===== src/rtl/fwd_pkg.sv =====
package fwd_pkg;
  typedef enum logic [2:0] {
    ST_I = 3'd0,
    ST_S = 3'd1,
    ST_E = 3'd2,
    ST_F = 3'd3,
    ST_M = 3'd4
  } line_st_e;

  typedef enum logic [1:0] {
    CPU_IDLE  = 2'd0,
    CPU_RD    = 2'd1,
    CPU_WR    = 2'd2,
    CPU_EVICT = 2'd3
  } cpu_op_e;

  typedef enum logic [1:0] {
    BUS_NONE  = 2'd0,
    BUS_RD    = 2'd1,
    BUS_RWITM = 2'd2,
    BUS_INV   = 2'd3
  } bus_op_e;

  typedef struct packed {
    logic     we;
    line_st_e nxt;
    logic     supply;
    logic     share;
    logic     wb;
  } snp_res_t;

  typedef struct packed {
    logic     we;
    line_st_e nxt;
    bus_op_e  req;
    logic     wb;
  } cpu_res_t;
endpackage


===== src/rtl/fwd_snoop_resp.sv =====
module fwd_snoop_resp
  import fwd_pkg::*;
(
  input  line_st_e cur_i,
  input  bus_op_e  op_i,
  output snp_res_t res_o
);
  always_comb begin
    res_o        = '0;
    res_o.nxt    = cur_i;
    unique case (op_i)
      BUS_RD: begin
        if (cur_i != ST_I) begin
          res_o.we    = 1'b1;
          res_o.nxt   = ST_S;
          res_o.share = 1'b1;
          // owners hand data over; ownership goes to requester
          res_o.supply = (cur_i == ST_F) || (cur_i == ST_E) || (cur_i == ST_M);
          res_o.wb     = (cur_i == ST_M);
        end
      end
      BUS_RWITM: begin
        res_o.we     = 1'b1;
        res_o.nxt    = ST_I;
        res_o.supply = (cur_i == ST_M);
      end
      BUS_INV: begin
        res_o.we  = 1'b1;
        res_o.nxt = ST_I;
      end
      default: ;
    endcase
  end
endmodule


===== src/rtl/fwd_cpu_resp.sv =====
module fwd_cpu_resp
  import fwd_pkg::*;
(
  input  line_st_e cur_i,
  input  cpu_op_e  op_i,
  input  logic     shared_i,
  output cpu_res_t res_o
);
  always_comb begin
    res_o     = '0;
    res_o.nxt = cur_i;
    res_o.req = BUS_NONE;
    unique case (op_i)
      CPU_RD: begin
        if (cur_i == ST_I) begin
          res_o.we  = 1'b1;
          res_o.req = BUS_RD;
          res_o.nxt = shared_i ? ST_F : ST_E;
        end
      end
      CPU_WR: begin
        res_o.we  = 1'b1;
        res_o.nxt = ST_M;
        unique case (cur_i)
          ST_I:       res_o.req = BUS_RWITM;
          ST_S, ST_F: res_o.req = BUS_INV;
          default:    res_o.req = BUS_NONE;
        endcase
      end
      CPU_EVICT: begin
        res_o.we  = 1'b1;
        res_o.nxt = ST_I;
        res_o.wb  = (cur_i == ST_M);
      end
      default: ;
    endcase
  end
endmodule


===== src/rtl/fwd_state_array.sv =====
module fwd_state_array
  import fwd_pkg::*;
#(
  parameter int IDX_W = 3,
  localparam int N = 1 << IDX_W
) (
  input  logic                 clk_i,
  input  logic                 rst_ni,
  input  logic                 snp_we_i,
  input  logic [IDX_W-1:0]     snp_idx_i,
  input  line_st_e             snp_nxt_i,
  input  logic                 cpu_we_i,
  input  logic [IDX_W-1:0]     cpu_idx_i,
  input  line_st_e             cpu_nxt_i,
  output line_st_e [N-1:0]     st_q_o
);
  for (genvar g = 0; g < N; g++) begin : g_entry
    logic cpu_hit, snp_hit;
    assign cpu_hit = cpu_we_i && (cpu_idx_i == IDX_W'(g));
    assign snp_hit = snp_we_i && (snp_idx_i == IDX_W'(g));
    // cpu result already includes any same-index snoop
    always_ff @(posedge clk_i or negedge rst_ni) begin
      if (!rst_ni)      st_q_o[g] <= ST_I;
      else if (cpu_hit) st_q_o[g] <= cpu_nxt_i;
      else if (snp_hit) st_q_o[g] <= snp_nxt_i;
    end
  end
endmodule


===== src/rtl/fwd_line_ctrl.sv =====
module fwd_line_ctrl
  import fwd_pkg::*;
#(
  parameter int IDX_W = 3
) (
  input  logic             clk_i,
  input  logic             rst_ni,
  input  logic [1:0]       cpu_op_i,
  input  logic [IDX_W-1:0] cpu_idx_i,
  input  logic             shared_i,
  input  logic [1:0]       snp_op_i,
  input  logic [IDX_W-1:0] snp_idx_i,
  output logic [1:0]       bus_req_o,
  output logic             supply_o,
  output logic             shared_o,
  output logic             wb_o,
  output logic [2:0]       line_state_o
);
  localparam int N = 1 << IDX_W;

  line_st_e [N-1:0] st_q;
  snp_res_t         snp_res;
  cpu_res_t         cpu_res;
  line_st_e         cpu_view;
  logic             collide;

  fwd_snoop_resp i_snoop (
    .cur_i (st_q[snp_idx_i]),
    .op_i  (bus_op_e'(snp_op_i)),
    .res_o (snp_res)
  );

  assign collide  = (bus_op_e'(snp_op_i) != BUS_NONE) && (snp_idx_i == cpu_idx_i);
  assign cpu_view = collide ? snp_res.nxt : st_q[cpu_idx_i];

  fwd_cpu_resp i_cpu (
    .cur_i    (cpu_view),
    .op_i     (cpu_op_e'(cpu_op_i)),
    .shared_i (shared_i),
    .res_o    (cpu_res)
  );

  fwd_state_array #(.IDX_W(IDX_W)) i_array (
    .clk_i     (clk_i),
    .rst_ni    (rst_ni),
    .snp_we_i  (snp_res.we),
    .snp_idx_i (snp_idx_i),
    .snp_nxt_i (snp_res.nxt),
    .cpu_we_i  (cpu_res.we),
    .cpu_idx_i (cpu_idx_i),
    .cpu_nxt_i (cpu_res.nxt),
    .st_q_o    (st_q)
  );

  assign bus_req_o    = cpu_res.req;
  assign supply_o     = snp_res.supply;
  assign shared_o     = snp_res.share;
  assign wb_o         = snp_res.wb | cpu_res.wb;
  assign line_state_o = st_q[cpu_idx_i];
endmodule


===== config.mk =====
export PLATFORM = sky130hd
export DESIGN_NAME = fwd_line_ctrl
export DESIGN_NICKNAME = d
export VERILOG_FILES = /design/src/rtl/fwd_pkg.sv /design/src/rtl/fwd_snoop_resp.sv /design/src/rtl/fwd_cpu_resp.sv /design/src/rtl/fwd_state_array.sv /design/src/rtl/fwd_line_ctrl.sv
export SDC_FILE = /design/constraint.sdc
export NUM_CORES = 1
export LEC_CHECK = 0
export ABC_AREA = 1
export BUFFER_PORTS_ARGS = -buffer_cell sky130_fd_sc_hd__buf_2
export CORE_ASPECT_RATIO = 0.7
export CORE_MARGIN = 4
export CORE_UTILIZATION = 45
export DETAILED_ROUTE_END_ITERATION = 10
export GPL_TIMING_DRIVEN = 0
export PLACE_DENSITY_LB_ADDON = 0.3
export SLEW_MARGIN = 20
export SYNTH_ARGS = -nofsm -noshare
export SYNTH_HDL_FRONTEND = slang
export SYNTH_SLANG_ARGS = --single-unit

===== constraint.sdc =====
create_clock -name clk_i -period 3.25 [get_ports clk_i]
set_input_delay 0 -clock clk_i [delete_from_list [all_inputs] [get_ports clk_i]]
set_output_delay 0 -clock clk_i [all_outputs]
set_load 0.02 [all_outputs]

### Word-level counts from Yosys, hierarchy flattened

Index checks and enable logic that the tools add are counted.

* bits in registers: 24
* logic and storage cells: 103

* magnitude comparators: 2
* equal/unequal tests: 27
* mux-type cells: 31
* bitwise gates (word level): 1
* reductions and logical operators: 34

Operator list (count)
* $mux 3: 19
* $eq 3x3->1 const B: 10
* $eq 3x2->1 const B: 7
* $bmux 3 s3: 2
* $reduce_bool 2->1: 9
* $logic_and 1x1->1: 17
* $pmux 4 s3: 1
* $eq 3x1->1 const B: 3
* $logic_not 3->1: 3
* $eq 2x2->1 const B: 4
* $lt 3x4->1 const B: 2
* $pmux 2 s2: 2
* $pmux 4 s2: 1
* $mux 7: 1
* $mux 6: 1
* $eq 2x1->1 const B: 2
* $reduce_or 2->1: 2
* $eq 3x3->1: 1
* $reduce_bool 3->1: 1
* $logic_or 1x1->1: 2
* $mux 1: 2
* $mux 2: 1
* $pmux 1 s2: 1
* $or 1x1->1: 1

### Logic depth before layout (Yosys ltp)

* depth after elaboration: 13
* gate-level depth with buffers: 19
* mapped depth without buffers: 16

### Modules after synthesis

From an unflattened synthesis, not the netlist that was laid out.

* cell total of the unflattened synthesis: 401
* area, all modules: 2391.0 um^2

Modules (own cells, without submodules)
* fwd_state_array: instances 1, cells an instance 196, area each 1385.1 um^2, seq. area each 600.6 um^2
* fwd_line_ctrl: instances 1, cells an instance 145, area each 641.9 um^2, seq. area each 0.0 um^2
* fwd_cpu_resp: instances 1, cells an instance 31, area each 186.4 um^2, seq. area each 0.0 um^2
* fwd_snoop_resp: instances 1, cells an instance 29, area each 177.7 um^2, seq. area each 0.0 um^2

### Worst setup path after synthesis

No wires, ideal clock.

* path kind: register to register
* start: register i_array.st_q_o[12] in the netlist's numbering
* end: register i_array.st_q_o[0] in the netlist's numbering
* library setup time: 117 ps
* data arrival time: 1607 ps
* slack: 1527 ps
* cell stages (with the launch flop): 14
* period minus slack after synthesis: 1723 ps
* cells stage by stage: dfrtp_1 -> inv_1 -> o21ai_0 -> nand2_1 -> nand3_1 -> nand2_2 -> nand3_2 -> nand2_1 -> inv_1 -> o31ai_1 -> nor2_1 -> nand2_1 -> nand3_1 -> nand2_1

* longest elaborated chain between the ends: 11
* elaborated cells between the ends (all ways): 16
* classes of those cells: 11 x mux; 5 x reduce/logical

RTL lines
* start, declared: line fwd_state_array.sv:15 `output line_st_e [N-1:0] st_q_o`
* start signal, assigned by index: line fwd_state_array.sv:24 `else if (cpu_hit) st_q_o[g] <= cpu_nxt_i;`
* start signal, assigned by index: line fwd_state_array.sv:25 `else if (snp_hit) st_q_o[g] <= snp_nxt_i;`
* $bmux 3 s3: line fwd_line_ctrl.sv:28 `.cur_i (st_q[snp_idx_i]),`
* $mux 3 (not written as such): line fwd_line_ctrl.sv:28
* $reduce_bool 3->1: line fwd_snoop_resp.sv:13 `if (cur_i != ST_I) begin`
* $mux 7: line fwd_snoop_resp.sv:13
* $pmux 4 s2: line fwd_snoop_resp.sv:11 `unique case (op_i)`
* $mux 3: line fwd_line_ctrl.sv:34 `assign cpu_view = collide ? snp_res.nxt : st_q[cpu_idx_i];`
* $logic_not 3->1: line fwd_cpu_resp.sv:15 `if (cur_i == ST_I) begin`
* $mux 6: line fwd_cpu_resp.sv:15
* $pmux 4 s3: line fwd_cpu_resp.sv:13 `unique case (op_i)`
* $logic_and 1x1->1: line fwd_state_array.sv:19 `assign cpu_hit = cpu_we_i && (cpu_idx_i == IDX_W'(g));`
* $mux 3 or $reduce_bool 2->1 (tied branches)

Several ways; a longest one is shown, not always the timed one. The select of a mux whose other input is x is not followed.
A chain may end at the register's enable or synchronous reset.

### Final worst setup path

* start: register i_array.st_q_o[23] in the netlist's numbering
* end: register i_array.st_q_o[21] in the netlist's numbering

The elaborated chain is that of the path after synthesis.

==> flow_summary.json <==
{
  "outcome": "completed",
  "combPwrFrac_pct": 32.8,
  "row_count": 20,
  "antenna_found_initial": 0,
  "fill_cells": 476,
  "start_util_pct": 48.6,
  "core-area_sq_um": 4530,
  "grt_pass1_wl_mm": 10.0,
  "die_y_um": 66.5,
  "drtIter0Drc": 228,
  "netlist_top_cells_count": "nand2_1, nand3_1, inv_1",
  "switching_power_uw": 373,
  "max_clock_freq_mhz": 482,
  "cp-end-kind": "flip-flop",
  "ys_top_cells_by_area": "dfrtp_1, nand2_1, nand3_1",
  "gp_congestion": 0.972,
  "crit_required_ns": 3.41,
  "finalCritPeriodShare_pct": 63.8,
  "grt_overflow_total": 0,
  "syn_nets": 350,
  "setup_violations": 0,
  "arrival_ns": 2.24,
  "wl_per_cell_um": 14.0,
  "synthesis.area_sq_um": 2200,
  "clkPwrFrac_pct": 26.4,
  "num_vias": 2188,
  "antenna_left": 0,
  "grtUsageTotal_pct": 20.8,
  "numCtsBuffers": 3,
  "avgSynthCellArea_sq_um": 6.70,
  "antenna_cells": 0,
  "synth_cell_type_count": 35,
  "path_clk_slew_ns": 0.09,
  "grt_max_degree": 25,
  "fin_nets": 374,
  "htree_levels": 1,
  "largest_register_ff_count": 24,
  "postCtsSetupBuffers": 0,
  "p_int_uw": 633,
  "synth_flop_cell": "dfrtp_1",
  "drc": 0,
  "synth_edf_count": 0,
  "die_width_um": 91.6,
  "yosysSeqAreaShare_pct": 27.3,
  "yosysWarnings": 0,
  "fin_skew_ns": 0.00151,
  "slew_headroom_pct": 45.1,
  "worst_skew_pair.late_latency_ns": 0.27,
  "top_regs": "i_array.st_q_o x24",
  "power_frac_seq_pct": 40.8,
  "slew_viol_final": 0,
  "period_needed_ns": 2.07,
  "cts_tree": "built",
  "worst_pin_slew_ns": 0.819,
  "regMostFlops": "i_array.st_q_o",
  "rsz0062_at_grt": "false",
  "drive_gt1_share_pct": 17.6,
  "drt_wl_total_mm": 5.84,
  "synth-async-reset-ratio_pct": 100,
  "switching_share_pct": 37.1,
  "leakage_uw": 0.00137,
  "fin_setup_tns_ns": 0,
  "cts_resized": 0,
  "netlist_instances": 329,
  "synthMostInstantiatedCell": "nand2_1",
  "post-dp-hpwl_mm": 4.68,
  "via_per_inst": 5.23,
  "hold_violations": 0,
  "ir_worst_vdd_mv": 0.300,
  "hold_path.class": "in -> reg",
  "fin_hold_ws_ns": 0.160,
  "critPathKind": "reg -> reg",
  "dr.pass1.iters": 4,
  "cts-root-buf": "clkbuf_8",
  "yosys_register_bits": 24,
  "io_pins": 21,
  "yosysTopAreaCell": "dfrtp_1",
  "cp_max_fo": 8,
  "clock_path_buffers": 2,
  "cts_num_sinks": 24,
  "critPathLaunchType": "flip-flop",
  "io_buffers": 18,
  "syn_to_final_growth_pct": 11.5,
  "powerDensity_nw_per_um2": 409,
  "grt_pass1_vias": 2070,
  "yosysTopAreaCellShare_pct": 27.3,
  "die-area_sq_um": 6100,
  "drv_cap": 0
}
metal layers:
metal | part of all wire (%) | GRT usage, %
met3 | 11 | 5.42
met4 | 0.29 | 3.38
met1 | 51 | 31.4
met5 | 0 | 0
met2 | 39 | 29.8
path summary, 6_finish.rpt:
check,cells past startpoint,end,startpoint,slack (ns)
worst max register to register,14,i_array.st_q_o[21],i_array.st_q_o[23],1.18
min in group asynchronous,2,i_array.st_q_o[5],rst_ni,0.25
worst min register to register,2,i_array.st_q_o[12],i_array.st_q_o[12],0.53
worst min-delay path,5,i_array.st_q_o[0],cpu_idx_i[2],0.16
max in group asynchronous,2,i_array.st_q_o[12],rst_ni,2.63
worst max-delay path,14,i_array.st_q_o[21],i_array.st_q_o[23],1.18
cell families after synthesis:
| group | Yosys count | share of synthesized area [%] |
|---|---|---|
| AO/OA/AOI/OAI | 22 | 7.33 |
| flip-flops | 24 | 27.3 |
| buffers and inverters | 48 | 11.2 |
| adder cells (fa/ha/maj) | 8 | 4.54 |
| AND/OR/NAND/NOR | 227 | 49.6 |
metrics by stage:
step	instance area, sq um	std cells	setup WS [ns]	total power [uW]	util [%]
after floorplan	2200	329	1.53	639	-
after global placement	2380	413	1.16	734	52.5
after detailed placement	2380	413	1.15	740	52.5
after CTS	2460	418	1.20	1010	54.3
after global routing	2460	418	0.919	1070	54.3
final	2460	418	1.18	1010	54.3
layout by cell type (no fill, tap or decap), types with 4 or more instances in the layout:
| cell | instances |
|---|---|
| nand3_1 | 45 |
| nand3_2 | 10 |
| clkbuf_8 | 4 |
| nand2_2 | 7 |
| nor2_1 | 21 |
| nand2_1 | 127 |
| dfrtp_1 | 24 |
| inv_2 | 4 |
| nand4_1 | 9 |
| ha_1 | 8 |
| buf_2 | 18 |
| inv_1 | 33 |
| a22oi_1 | 8 |
critical path, stage by stage (launching register included):
cell	delay [ns]
dfrtp_1	0.44
nand2_1	0.09
nand2_1	0.05
nand2_1	0.06
nand3_1	0.09
nand2_2	0.09
nand3_2	0.09
nand2_1	0.06
inv_1	0.04
o31ai_1	0.38
nor2_1	0.25
nand3_1	0.14
nand2_1	0.06
nand2_1	0.06
nand2_1	0.05
repair_timing:
item,in CTS,in global routing
hold buffers,1,0
setup endpoints to repair,0,0
hold endpoints to repair,24,0
power by group through the flow:
| stage | Sequential, uW | Combinational (uW) | Clock [uW] |
|---|---|---|---|
| 6_report | 411 | 329 | 265 |
| 5_1_grt | 417 | 375 | 283 |
| 4_1_cts | 408 | 329 | 269 |
| 3_5_place_dp | 415 | 326 | 0 |
| 3_3_place_gp | 413 | 320 | 0 |
| 2_1_floorplan | 389 | 249 | 0 |
layout make-up:
cell class | count | area (sq um) | share of cell area, %
plain buffers | 7 | 86.3 | 3.51
clock buffers | 3 | 41.3 | 1.68
clock inverters | 1 | 30.0 | 1.22
inverters | 41 | 161 | 6.57
multi-input cells | 257 | 1360 | 55.1
flip-flops and latches | 24 | 601 | 24.4
well taps | 66 | 82.6 | 3.36
repair buffers | 19 | 100 | 4.07
(Power assumes the default switching activity.)
